File: src/rtl/utmr_pkg.sv
`timescale 1ns/1ps
package utmr_pkg;
  localparam int NUM_CH = 2;
  localparam int ADDR_W = 3;
  localparam int DATA_W = 8;
  localparam int PSC_W  = 3;

  typedef enum logic [ADDR_W-1:0] {
    RA_CNT_LO = 3'd0,
    RA_CNT_HI = 3'd1,
    RA_A_RISE = 3'd2,
    RA_A_FALL = 3'd3,
    RA_B_RISE = 3'd4,
    RA_B_FALL = 3'd5,
    RA_CTRL   = 3'd6,
    RA_STAT   = 3'd7
  } reg_addr_e;
endpackage

File: src/rtl/utmr_base.sv
`timescale 1ns/1ps
// Microsecond divider, free-running counter and periodic tap strobes.
module utmr_base #(
  parameter int CNT_W    = 12,
  parameter int TICK_DIV = 48,
  parameter int TAP_LO   = 7,
  parameter int TAP_HI   = 10
) (
  input  logic             clk,
  input  logic             rst_n,
  output logic [CNT_W-1:0] cnt_o,
  output logic             tap_lo_o,
  output logic             tap_hi_o
);
  localparam int DIV_W = (TICK_DIV > 1) ? $clog2(TICK_DIV) : 1;
  localparam logic [DIV_W-1:0] DIV_LAST = DIV_W'(TICK_DIV - 1);

  logic [DIV_W-1:0] div_q, div_d;
  logic             tick;
  logic [CNT_W-1:0] cnt_q, cnt_d, cnt_inc;
  logic             tap_lo_q, tap_lo_d, tap_hi_q, tap_hi_d;

  generate
    if (TICK_DIV > 1) begin : g_div
      always_comb begin
        tick  = (div_q == DIV_LAST);
        div_d = tick ? '0 : div_q + DIV_W'(1);
      end
    end else begin : g_nodiv
      always_comb begin
        tick  = 1'b1;
        div_d = '0;
      end
    end
  endgenerate

  always_comb begin
    cnt_inc  = cnt_q + CNT_W'(1);
    cnt_d    = tick ? cnt_inc : cnt_q;
    tap_lo_d = tick && (cnt_inc[TAP_LO-1:0] == '0);
    tap_hi_d = tick && (cnt_inc[TAP_HI-1:0] == '0);
  end

  always_ff @(posedge clk or negedge rst_n) begin
    if (!rst_n) begin
      div_q    <= '0;
      cnt_q    <= '0;
      tap_lo_q <= 1'b0;
      tap_hi_q <= 1'b0;
    end else begin
      div_q    <= div_d;
      cnt_q    <= cnt_d;
      tap_lo_q <= tap_lo_d;
      tap_hi_q <= tap_hi_d;
    end
  end

  assign cnt_o    = cnt_q;
  assign tap_lo_o = tap_lo_q;
  assign tap_hi_o = tap_hi_q;

  p_step_r1: assert property (@(posedge clk) disable iff (!rst_n)
    tick |=> (cnt_q == $past(cnt_q) + CNT_W'(1)));
  p_hold_r1: assert property (@(posedge clk) disable iff (!rst_n)
    !tick |=> $stable(cnt_q));
  p_tap_align_r2: assert property (@(posedge clk) disable iff (!rst_n)
    tap_lo_q |-> (cnt_q[TAP_LO-1:0] == '0));
  p_tap_single_r2: assert property (@(posedge clk) disable iff (!rst_n)
    tap_lo_q |=> !tap_lo_q);
  p_tap_nest_r3: assert property (@(posedge clk) disable iff (!rst_n)
    tap_hi_q |-> tap_lo_q);
endmodule

File: src/rtl/utmr_edge_chan.sv
`timescale 1ns/1ps
// One capture channel: synchronizer, edge detector, rise/fall time registers.
module utmr_edge_chan #(
  parameter int CAP_W       = 8,
  parameter int SYNC_STAGES = 2
) (
  input  logic             clk,
  input  logic             rst_n,
  input  logic             pin_i,
  input  logic [CAP_W-1:0] slice_i,
  output logic             rise_evt_o,
  output logic             fall_evt_o,
  output logic [CAP_W-1:0] rise_val_o,
  output logic [CAP_W-1:0] fall_val_o
);
  logic [SYNC_STAGES:0] sh_q, sh_d;
  logic                 lvl, prv, rise, fall;
  logic [CAP_W-1:0]     rise_q, rise_d, fall_q, fall_d;

  always_comb begin
    sh_d   = {sh_q[SYNC_STAGES-1:0], pin_i};
    lvl    = sh_q[SYNC_STAGES-1];
    prv    = sh_q[SYNC_STAGES];
    rise   = lvl & ~prv;
    fall   = ~lvl & prv;
    rise_d = rise ? slice_i : rise_q;
    fall_d = fall ? slice_i : fall_q;
  end

  always_ff @(posedge clk or negedge rst_n) begin
    if (!rst_n) begin
      sh_q   <= '0;
      rise_q <= '0;
      fall_q <= '0;
    end else begin
      sh_q   <= sh_d;
      rise_q <= rise_d;
      fall_q <= fall_d;
    end
  end

  assign rise_evt_o = rise;
  assign fall_evt_o = fall;
  assign rise_val_o = rise_q;
  assign fall_val_o = fall_q;

  p_rise_cap_r5: assert property (@(posedge clk) disable iff (!rst_n)
    rise |=> (rise_q == $past(slice_i)));
  p_fall_cap_r5: assert property (@(posedge clk) disable iff (!rst_n)
    fall |=> (fall_q == $past(slice_i)));
  p_rise_keep_r5: assert property (@(posedge clk) disable iff (!rst_n)
    !rise |=> $stable(rise_q));
  p_fall_keep_r5: assert property (@(posedge clk) disable iff (!rst_n)
    !fall |=> $stable(fall_q));
endmodule

File: src/rtl/utmr_regs.sv
`timescale 1ns/1ps
// Register port: count read with nibble freeze, control, W1C status, window select, irq.
module utmr_regs
  import utmr_pkg::*;
#(
  parameter int CNT_W = 12,
  parameter int CAP_W = 8
) (
  input  logic                          clk,
  input  logic                          rst_n,
  input  logic [ADDR_W-1:0]             addr_i,
  input  logic                          wr_i,
  input  logic                          rd_i,
  input  logic [DATA_W-1:0]             wdata_i,
  output logic [DATA_W-1:0]             rdata_o,
  input  logic [CNT_W-1:0]              cnt_i,
  input  logic [NUM_CH-1:0]             rise_evt_i,
  input  logic [NUM_CH-1:0]             fall_evt_i,
  input  logic [NUM_CH-1:0][CAP_W-1:0]  rise_val_i,
  input  logic [NUM_CH-1:0][CAP_W-1:0]  fall_val_i,
  output logic [CAP_W-1:0]              slice_o,
  output logic [NUM_CH-1:0]             irq_o
);
  localparam int HI_W      = CNT_W - DATA_W;
  localparam int MAX_SHIFT = CNT_W - CAP_W;
  localparam int EVT_W     = 2 * NUM_CH;
  localparam int CTRL_W    = PSC_W + EVT_W;

  logic [HI_W-1:0]   hi_q, hi_d;
  logic [CTRL_W-1:0] ctrl_q, ctrl_d;
  logic [EVT_W-1:0]  stat_q, stat_d, ev, clr, en;
  logic [PSC_W-1:0]  psc;
  logic              hi_en, ctrl_en;
  reg_addr_e         ra;
  logic [CAP_W-1:0]  cand [MAX_SHIFT+1];

  assign ra  = reg_addr_e'(addr_i);
  assign psc = ctrl_q[PSC_W-1:0];
  assign en  = ctrl_q[CTRL_W-1:PSC_W];

  generate
    for (genvar g = 0; g <= MAX_SHIFT; g++) begin : g_win
      assign cand[g] = cnt_i[g +: CAP_W];
    end
    for (genvar c = 0; c < NUM_CH; c++) begin : g_ch
      assign ev[2*c]     = rise_evt_i[c];
      assign ev[2*c + 1] = fall_evt_i[c];
      assign irq_o[c]    = |(stat_q[2*c +: 2] & en[2*c +: 2]);
    end
  endgenerate

  always_comb begin
    slice_o = cand[MAX_SHIFT];
    for (int k = 0; k < MAX_SHIFT; k++) begin
      if (int'(psc) == k) slice_o = cand[k];
    end
  end

  always_comb begin
    hi_en   = rd_i && (ra == RA_CNT_LO);
    hi_d    = hi_en ? cnt_i[CNT_W-1:DATA_W] : hi_q;
    ctrl_en = wr_i && (ra == RA_CTRL);
    ctrl_d  = ctrl_en ? wdata_i[CTRL_W-1:0] : ctrl_q;
    clr     = (wr_i && (ra == RA_STAT)) ? wdata_i[EVT_W-1:0] : '0;
    stat_d  = (stat_q & ~clr) | ev;
  end

  always_ff @(posedge clk or negedge rst_n) begin
    if (!rst_n) begin
      hi_q   <= '0;
      ctrl_q <= '0;
      stat_q <= '0;
    end else begin
      hi_q   <= hi_d;
      ctrl_q <= ctrl_d;
      stat_q <= stat_d;
    end
  end

  always_comb begin
    case (ra)
      RA_CNT_LO: rdata_o = cnt_i[DATA_W-1:0];
      RA_CNT_HI: rdata_o = DATA_W'(hi_q);
      RA_A_RISE: rdata_o = DATA_W'(rise_val_i[0]);
      RA_A_FALL: rdata_o = DATA_W'(fall_val_i[0]);
      RA_B_RISE: rdata_o = DATA_W'(rise_val_i[1]);
      RA_B_FALL: rdata_o = DATA_W'(fall_val_i[1]);
      RA_CTRL:   rdata_o = DATA_W'(ctrl_q);
      default:   rdata_o = DATA_W'(stat_q);
    endcase
  end

  p_hi_zero_r4: assert property (@(posedge clk) disable iff (!rst_n)
    (ra == RA_CNT_HI) |-> (rdata_o[DATA_W-1:HI_W] == '0));
  p_hi_hold_r4: assert property (@(posedge clk) disable iff (!rst_n)
    !hi_en |=> $stable(hi_q));
  p_win_sat_r6: assert property (@(posedge clk) disable iff (!rst_n)
    (int'(psc) >= MAX_SHIFT) |-> (slice_o == cnt_i[CNT_W-1 -: CAP_W]));
  p_flag_set_r7: assert property (@(posedge clk) disable iff (!rst_n)
    (ev != '0) |=> ((stat_q & $past(ev)) == $past(ev)));
  p_irq_src_r8: assert property (@(posedge clk) disable iff (!rst_n)
    (irq_o != '0) |-> (stat_q != '0));
endmodule

File: src/rtl/usec_capture_timer.sv
`timescale 1ns/1ps
// Top: reset release synchronizer, counter, capture channels, register port.
module usec_capture_timer
  import utmr_pkg::*;
#(
  parameter int CNT_W        = 12,
  parameter int CAP_W        = 8,
  parameter int TICK_DIV     = 48,
  parameter int TAP_FAST_BIT = 7,
  parameter int TAP_SLOW_BIT = 10
) (
  input  logic              clk,
  input  logic              rst_n,
  input  logic [NUM_CH-1:0] cap_in,
  input  logic [ADDR_W-1:0] bus_addr,
  input  logic              bus_wr,
  input  logic              bus_rd,
  input  logic [DATA_W-1:0] bus_wdata,
  output logic [DATA_W-1:0] bus_rdata,
  output logic              tap_fast,
  output logic              tap_slow,
  output logic [NUM_CH-1:0] irq
);
  logic [1:0]                   rs_q;
  logic                         rst_int_n;
  logic [CNT_W-1:0]             cnt;
  logic [CAP_W-1:0]             slice;
  logic [NUM_CH-1:0]            rise_evt, fall_evt;
  logic [NUM_CH-1:0][CAP_W-1:0] rise_val, fall_val;

  always_ff @(posedge clk or negedge rst_n) begin
    if (!rst_n) rs_q <= '0;
    else        rs_q <= {rs_q[0], 1'b1};
  end
  assign rst_int_n = rs_q[1];

  utmr_base #(
    .CNT_W(CNT_W), .TICK_DIV(TICK_DIV), .TAP_LO(TAP_FAST_BIT), .TAP_HI(TAP_SLOW_BIT)
  ) u_base (
    .clk(clk), .rst_n(rst_int_n), .cnt_o(cnt), .tap_lo_o(tap_fast), .tap_hi_o(tap_slow)
  );

  generate
    for (genvar c = 0; c < NUM_CH; c++) begin : g_cap
      utmr_edge_chan #(.CAP_W(CAP_W), .SYNC_STAGES(2)) u_chan (
        .clk(clk), .rst_n(rst_int_n), .pin_i(cap_in[c]), .slice_i(slice),
        .rise_evt_o(rise_evt[c]), .fall_evt_o(fall_evt[c]),
        .rise_val_o(rise_val[c]), .fall_val_o(fall_val[c])
      );
    end
  endgenerate

  utmr_regs #(.CNT_W(CNT_W), .CAP_W(CAP_W)) u_regs (
    .clk(clk), .rst_n(rst_int_n), .addr_i(bus_addr), .wr_i(bus_wr), .rd_i(bus_rd),
    .wdata_i(bus_wdata), .rdata_o(bus_rdata), .cnt_i(cnt),
    .rise_evt_i(rise_evt), .fall_evt_i(fall_evt),
    .rise_val_i(rise_val), .fall_val_i(fall_val),
    .slice_o(slice), .irq_o(irq)
  );

  p_quiet_after_reset_r9: assert property (@(posedge clk) disable iff (!rst_int_n)
    $rose(rst_int_n) |-> (irq == '0));
endmodule

File: config.mk
export PLATFORM = sky130hd
export DESIGN_NAME = usec_capture_timer
export DESIGN_NICKNAME = d
export VERILOG_FILES = /design/src/rtl/utmr_pkg.sv /design/src/rtl/utmr_base.sv /design/src/rtl/utmr_edge_chan.sv /design/src/rtl/utmr_regs.sv /design/src/rtl/usec_capture_timer.sv
export SDC_FILE = /design/constraint.sdc
export NUM_CORES = 1
export LEC_CHECK = 0
export ABC_AREA = 0
export BUFFER_PORTS_ARGS = -buffer_cell sky130_fd_sc_hd__buf_2
export CAP_MARGIN = 20
export CORE_ASPECT_RATIO = 1.5
export CORE_MARGIN = 4
export CORE_UTILIZATION = 45
export DETAILED_ROUTE_END_ITERATION = 8
export GPL_ROUTABILITY_DRIVEN = 0
export GPL_TIMING_DRIVEN = 0
export SYNTH_ARGS = -nofsm -noshare
export SYNTH_HDL_FRONTEND = slang
export SYNTH_SLANG_ARGS = --single-unit
File: constraint.sdc
create_clock -name clk -period 3.5 [get_ports clk]
set_input_delay 0.7 -clock clk [delete_from_list [all_inputs] [get_ports clk]]
set_output_delay 0.7 -clock clk [all_outputs]
set_load 0.005 [all_outputs]
==> reports/metrics.yaml, run 1 <==
synth-seq-area-share_pct: 47.9
syn_to_final_growth_pct: 14.9
numPortBuffers: 26
sw_frac_of_total_pct: 29.4
antenna_found_initial: 0
dieArea_um2: 10300
rows: 41
crit_type: "input pin to primary output"
p_seq_share_pct: 43.8
synth_nets: 408
p_clk_share_pct: 36.4
path_max_fanout: 10
cts_setup_buffers: 0
vias_per_cell: 6.04
crit_family: "buffers and inverters"
setup.worst_path.start_class: "input pin"
ys_warn_count: 0
ant_nets: 0
grt_max_degree: 55
finalPower_mw: 2.47
layout_setup_ws_ns: 0.729
worst_r2r_path_depth: 6
crit_chain: "buf_2, buf_2, buf_1, nor3b_1, a31oi_1, o221ai_1, buf_2"
netlist.area_leader.share_pct: 47.9
period_needed_ns: 2.77
drive_gt1_share_pct: 19.3
clockBufferDepth: 2
whs_ns: 0.135
initial_core_util_pct: 46.3
coreArea_um2: 8460
synth.distinct_cells: 46
synth_seq_cells: 75
groute.usage.overall_pct: 23.2
p_leak_nw: 1.93
status: "finished clean"
path_buf_inv: 4
drc: 0
maxCapViolCount: 0
io_pins: 29
die_w_um: 84.2
first_global_vias: 3271
wire_per_inst_um: 20.9
p_comb_share_pct: 19.8
power_density_nw_per_um2: 550
routed_wl_um: 11300
fin_tns_setup_ns: 0
grt_pass1_wl_um: 18100
drt-initial-drc-count: 262
setup_viol: 0
die_h_um: 122
p_int_mw: 1.75
rsz0062_at_grt: "false"
dp_hpwl_um: 8010
path_common_cell: "buf_2"
dpl-instance-area_um2: 4210
antennaDiodeCount: 0
slew_violations: 0
vias: 3250
hold_viol: 0
post_synth.cell_area_avg_um2: 10.1
dr.pass1.iters: 6
regToRegStartpoint: "u_regs.ctrl_q[1]$_DFFE_PN0P_"
fin_area_um2: 4500
finClkSkew_ns: 0.00634
cts_buffers: 9
hold_path.class: "input pin to async pin"
ir_drop_v: 0.000262
cts_num_sinks: 75
utilization_pct: 53.1
worstPathRequired_ns: 2.80
clk_latency_ns: 0.34
reg2reg_slack_ns: 1.61
syn_area_um2: 3920
instances_no_fill: 538
max_freq_mhz: 361
overflow: 0
relSlewSlack_pct: 47.9
p_switching_mw: 0.727
end_kind: "primary output"
pre_cts_ws_ns: 0.725
r2r_end: "g_cap[0].u_chan.fall_val_o[0]$_DFFE_PN0P_"
syn_inst: 389
ctsHoldBuffers: 0
slowest_stage: "buf_1"
clk_pin_slew_ns: 0.05
dp.cells: 523
nFillCells: 816
finalNetCount: 446
cpPeakStageDelay_ns: 0.45
yosysTopAreaCell: "dfrtp_1"
synthTopCellsByArea: "dfrtp_1 (48%), a22oi_1 (6.3%), o21ai_0 (5.6%)"
cts-resized-gates: 0
h-tree-depth: 3
crit_arrival_ns: 2.07
cts_tree: "done"
worstMarginPinSlew_ns: 0.779
post-route-period-util_pct: 79.2
clk_root_buffer_cell: "clkbuf_16"
==> synthesized netlist by cell type (all sizes together) <==
master  number
a31o         1
nand3b       9
nand2       15
a211oi       3
o21ba        1
xor2         8
nor2b       12
ha           2
nor4b        1
clkbuf      15
o22ai        3
buf         19
or2          1
inv          6
a31oi        4
o21ai       44
conb         1
nor3b        2
nand4        2
nor3        15
mux4         4
a21bo        4
dfrtp       75
or4          1
a22o         3
nor2        27
and2b        2
a21oi        6
and2         3
a311oi       1
a21boi       1
a22oi       33
nand2b       5
or3          1
o211ai      16
and3         3
mux2        14
or3b         1
o221ai       3
xnor2        5
a221oi       3
nand3        7
mux2i        7
==> registers in the layout, summed over array words and instances (netlist names) <==
| signal | count |
|---|---|
| u_base.div_q | 6 |
| u_base.tap_hi_o | 1 |
| u_regs.ctrl_q | 7 |
| rs_q | 2 |
| g_cap.u_chan.sh_q | 6 |
| u_base.cnt_o | 12 |
| g_cap.u_chan.rise_val_o | 16 |
| g_cap.u_chan.fall_val_o | 16 |
| u_regs.hi_q | 4 |
| u_regs.stat_q | 4 |
| u_base.tap_lo_o | 1 |
==> per-layer routing <==
metal,up-vias,wire length (µm),track usage (%)
met1,1610,4420,27.1
met2,102,5860,40.1
met5,-,0,0
met4,0,483,11.9
met3,36,488,4.77
li1,1502,-,-
==> power groups by stage <==
stage / clock (mW) / combinational, mW / sequential [mW]
3_3_place_gp: 0 / 0.463 / 1.10
4_1_cts: 0.911 / 0.489 / 1.08
3_5_place_dp: 0 / 0.487 / 1.10
5_1_grt: 0.954 / 0.544 / 1.10
6_report: 0.900 / 0.489 / 1.08
2_1_floorplan: 0 / 0.347 / 1.07
==> cell usage in the layout (no fill, tap or decap), types with 8 or more instances in the layout <==
cell       instances
nor2_1            27
nand3b_1           9
a22oi_1           33
dfrtp_1           74
o21ai_0           44
xor2_1             8
mux2_2            14
nor3_1            15
clkbuf_1          15
o211ai_1          16
clkbuf_16          9
nor2b_1           12
nand2_1           15
buf_2             39
==> final cells by class <==
cell class	instances	area (µm²)	area share [%]
Clock inverter	3	21.3	0.473
Timing Repair Buffer	27	158	3.50
Tap cell	107	134	2.98
Inverter	6	22.5	0.501
Multi-Input combinational cell	274	1860	41.4
Sequential cell	75	1880	41.8
Buffer	34	151	3.37
Clock buffer	12	267	5.92
==> worst max path at each step <==
| stage | endpoint | startpoint | depth (start not counted) |
|---|---|---|---|
| 2_1_floorplan | bus_rdata[2] | bus_addr[0] | 4 |
| 3_3_place_gp | u_regs.ctrl_q[5]$_DFFE_PN0P_ | rs_q[1]$_DFF_PN0_ | 0 |
| 3_5_place_dp | bus_rdata[6] | bus_addr[1] | 7 |
| 4_1_cts | bus_rdata[2] | bus_addr[2] | 7 |
| 5_1_grt | bus_rdata[6] | bus_addr[1] | 7 |
| 6_report | bus_rdata[6] | bus_addr[1] | 7 |
==> cell families after synthesis <==
kind of cell               share of synthesized area (%)
AOI/OAI and AO/OA                                   21.4
and+or+nand+nor                                     14.4
DFF                                                 47.9
buffers and inverters                               4.44
muxes                                               8.12
xor gates and xnor gates                            2.91
adders and majority gates                          0.639
other                                             0.0958
No activity file was read; power rests on OpenSTA's default activity.
==> run 2: changes to the inputs <==
Clock period 3.5 ns to 2.36 ns, I/O delays scaled along.
==> reports/metrics.yaml, run 2 (synthesis results as in run 1) <==
status: "finished clean"
wire_per_inst_um: 21.0
sw_frac_of_total_pct: 29.4
final_common_cell: "dfrtp_1"
h-tree-depth: 3
cts_tree: "done"
worstPathRequired_ns: 1.89
p_comb_share_pct: 19.9
ant_nets: 0
hold_viol: 0
regToRegStartpoint: "u_regs.ctrl_q[1]$_DFFE_PN0P_"
nFillCells: 815
utilization_pct: 53.3
clk_pin_slew_ns: 0.06
crit_type: "flop to primary output"
setup.worst_path.start_class: "flop"
p_int_mw: 2.59
instances_no_fill: 537
antenna_found_initial: 0
setup_viol: 0
slowest_stage: "mux4_2"
cts_buffers: 9
p_clk_share_pct: 36.3
slew_violations: 0
dp_hpwl_um: 8010
hold_path.class: "flop to async pin"
finalNetCount: 445
ir_drop_v: 0.000390
max_freq_mhz: 427
drt-initial-drc-count: 252
cpPeakStageDelay_ns: 0.49
overflow: 0
end_kind: "primary output"
groute.usage.overall_pct: 23.3
whs_ns: 0.214
syn_to_final_growth_pct: 15.3
cts_num_sinks: 75
p_leak_nw: 1.94
period_needed_ns: 2.34
clk_latency_ns: 0.34
clk_root_buffer_cell: "clkbuf_16"
vias_per_cell: 6.13
p_switching_mw: 1.08
crit_chain: "and2b_1, mux4_2, a211oi_2, o22ai_1, buf_2"
rows: 41
numPortBuffers: 26
drive_gt1_share_pct: 20.2
worstMarginPinSlew_ns: 0.808
relSlewSlack_pct: 46.0
grt_max_degree: 55
die_h_um: 122
top_layer: "met4"
dieArea_um2: 10300
wl_met3_um: 521
initial_core_util_pct: 46.3
coreArea_um2: 8460
clockBufferDepth: 2
m1WireLength_um: 4360
path_buf_inv: 1
layout_setup_ws_ns: 0.0186
reg2reg_slack_ns: 0.45
post-route-period-util_pct: 99.2
io_pins: 29
die_w_um: 84.2
grt_pass1_wl_um: 18100
crit_family: "multiplexers"
p_seq_share_pct: 43.8
rsz0062_at_grt: "true"
finClkSkew_ns: 0.00601
r2r_end: "g_cap[0].u_chan.fall_val_o[0]$_DFFE_PN0P_"
vias: 3294
pre_cts_ws_ns: 0.0414
power_density_nw_per_um2: 814
dp.cells: 523
antennaDiodeCount: 0
maxCapViolCount: 0
worst_r2r_path_depth: 6
dr.pass1.iters: 5
routed_wl_um: 11300
crit_arrival_ns: 1.87
met2WireLength_um: 5910
first_global_vias: 3277
drc: 0
final_cell_mix: "dfrtp_1 (74), o21ai_0 (44), buf_2 (39)"
path_max_fanout: 2
-- run 2: cell count changes in the layout (fill, tap and decap cells not counted), sizes merged --
cell / before / now
buf: 46 / 42
dlygate4sd3: 0 / 1
clkbuf: 27 / 29
-- run 2: worst reg2reg max path: stages (launching register included) --
cell      delay (ns)
dfrtp_1         0.31
buf_2           0.18
buf_2           0.24
nand3b_1        0.16
nor2_1          0.65
a22oi_1         0.14
o21ai_0         0.13
-- run 2: worst max-delay path by stage --
stage / startpoint / endpoint / slack (ns) / cells after the start
floorplan: rs_q[1]$_DFF_PN0_ / g_cap[0].u_chan.fall_val_o[0]$_DFFE_PN0P_ / 0.12 / 0
global placement: rs_q[1]$_DFF_PN0_ / u_regs.ctrl_q[5]$_DFFE_PN0P_ / -0.75 / 0
detailed placement: bus_addr[1] / bus_rdata[6] / 0.04 / 7
CTS: g_cap[0].u_chan.rise_val_o[2]$_DFFE_PN0P_ / bus_rdata[2] / 0.01 / 5
global route: g_cap[0].u_chan.rise_val_o[2]$_DFFE_PN0P_ / bus_rdata[2] / -0.02 / 5
finish: g_cap[0].u_chan.rise_val_o[2]$_DFFE_PN0P_ / bus_rdata[2] / 0.02 / 5
-- run 2: metal layers --
layer | track usage, % | vias to the layer above
met2 | 40.1 | 93
met5 | 0 | -
met3 | 4.77 | 34
li1 | - | 1503
met4 | 11.9 | 0
met1 | 27.3 | 1664
-- run 2: power groups by stage --
| stage | sequential, mW | clock, mW | combinational (mW) |
|---|---|---|---|
| 4_1_cts | 1.61 | 1.35 | 0.731 |
| 2_1_floorplan | 1.58 | 0 | 0.515 |
| 3_5_place_dp | 1.63 | 0 | 0.723 |
| 5_1_grt | 1.63 | 1.41 | 0.813 |
| 6_report | 1.61 | 1.33 | 0.733 |
| 3_3_place_gp | 1.64 | 0 | 0.686 |
-- run 2: repair_timing --
action                     CTS  global route
pin swaps                    0             1
cloned                       0             0
buffers inserted             0             0
setup endpoints to repair    2             6
hold buffers                 1             0
resized for setup            2             2
hold endpoints to repair     2             0
-- run 2: layout make-up --
class,count,area [µm²],area share (%)
plain buffers,32,146,3.24
clock inverters,3,21.3,0.471
multi-input cells,274,1880,41.5
inverters,6,22.5,0.499
flip-flops and latches,75,1880,41.7
well taps,107,134,2.97
clock buffers,12,267,5.90
repair buffers,28,168,3.71
-- run 2: metrics by stage --
stage	power, mW	setup TNS, ns	instance area [µm²]
2_1_floorplan	2.09	0	3920
3_3_place_gp	2.32	-53.90	4180
3_5_place_dp	2.35	0	4210
4_1_cts	3.69	0	4520
5_1_grt	3.85	-0.0242	4510
6_report	3.67	0	4510
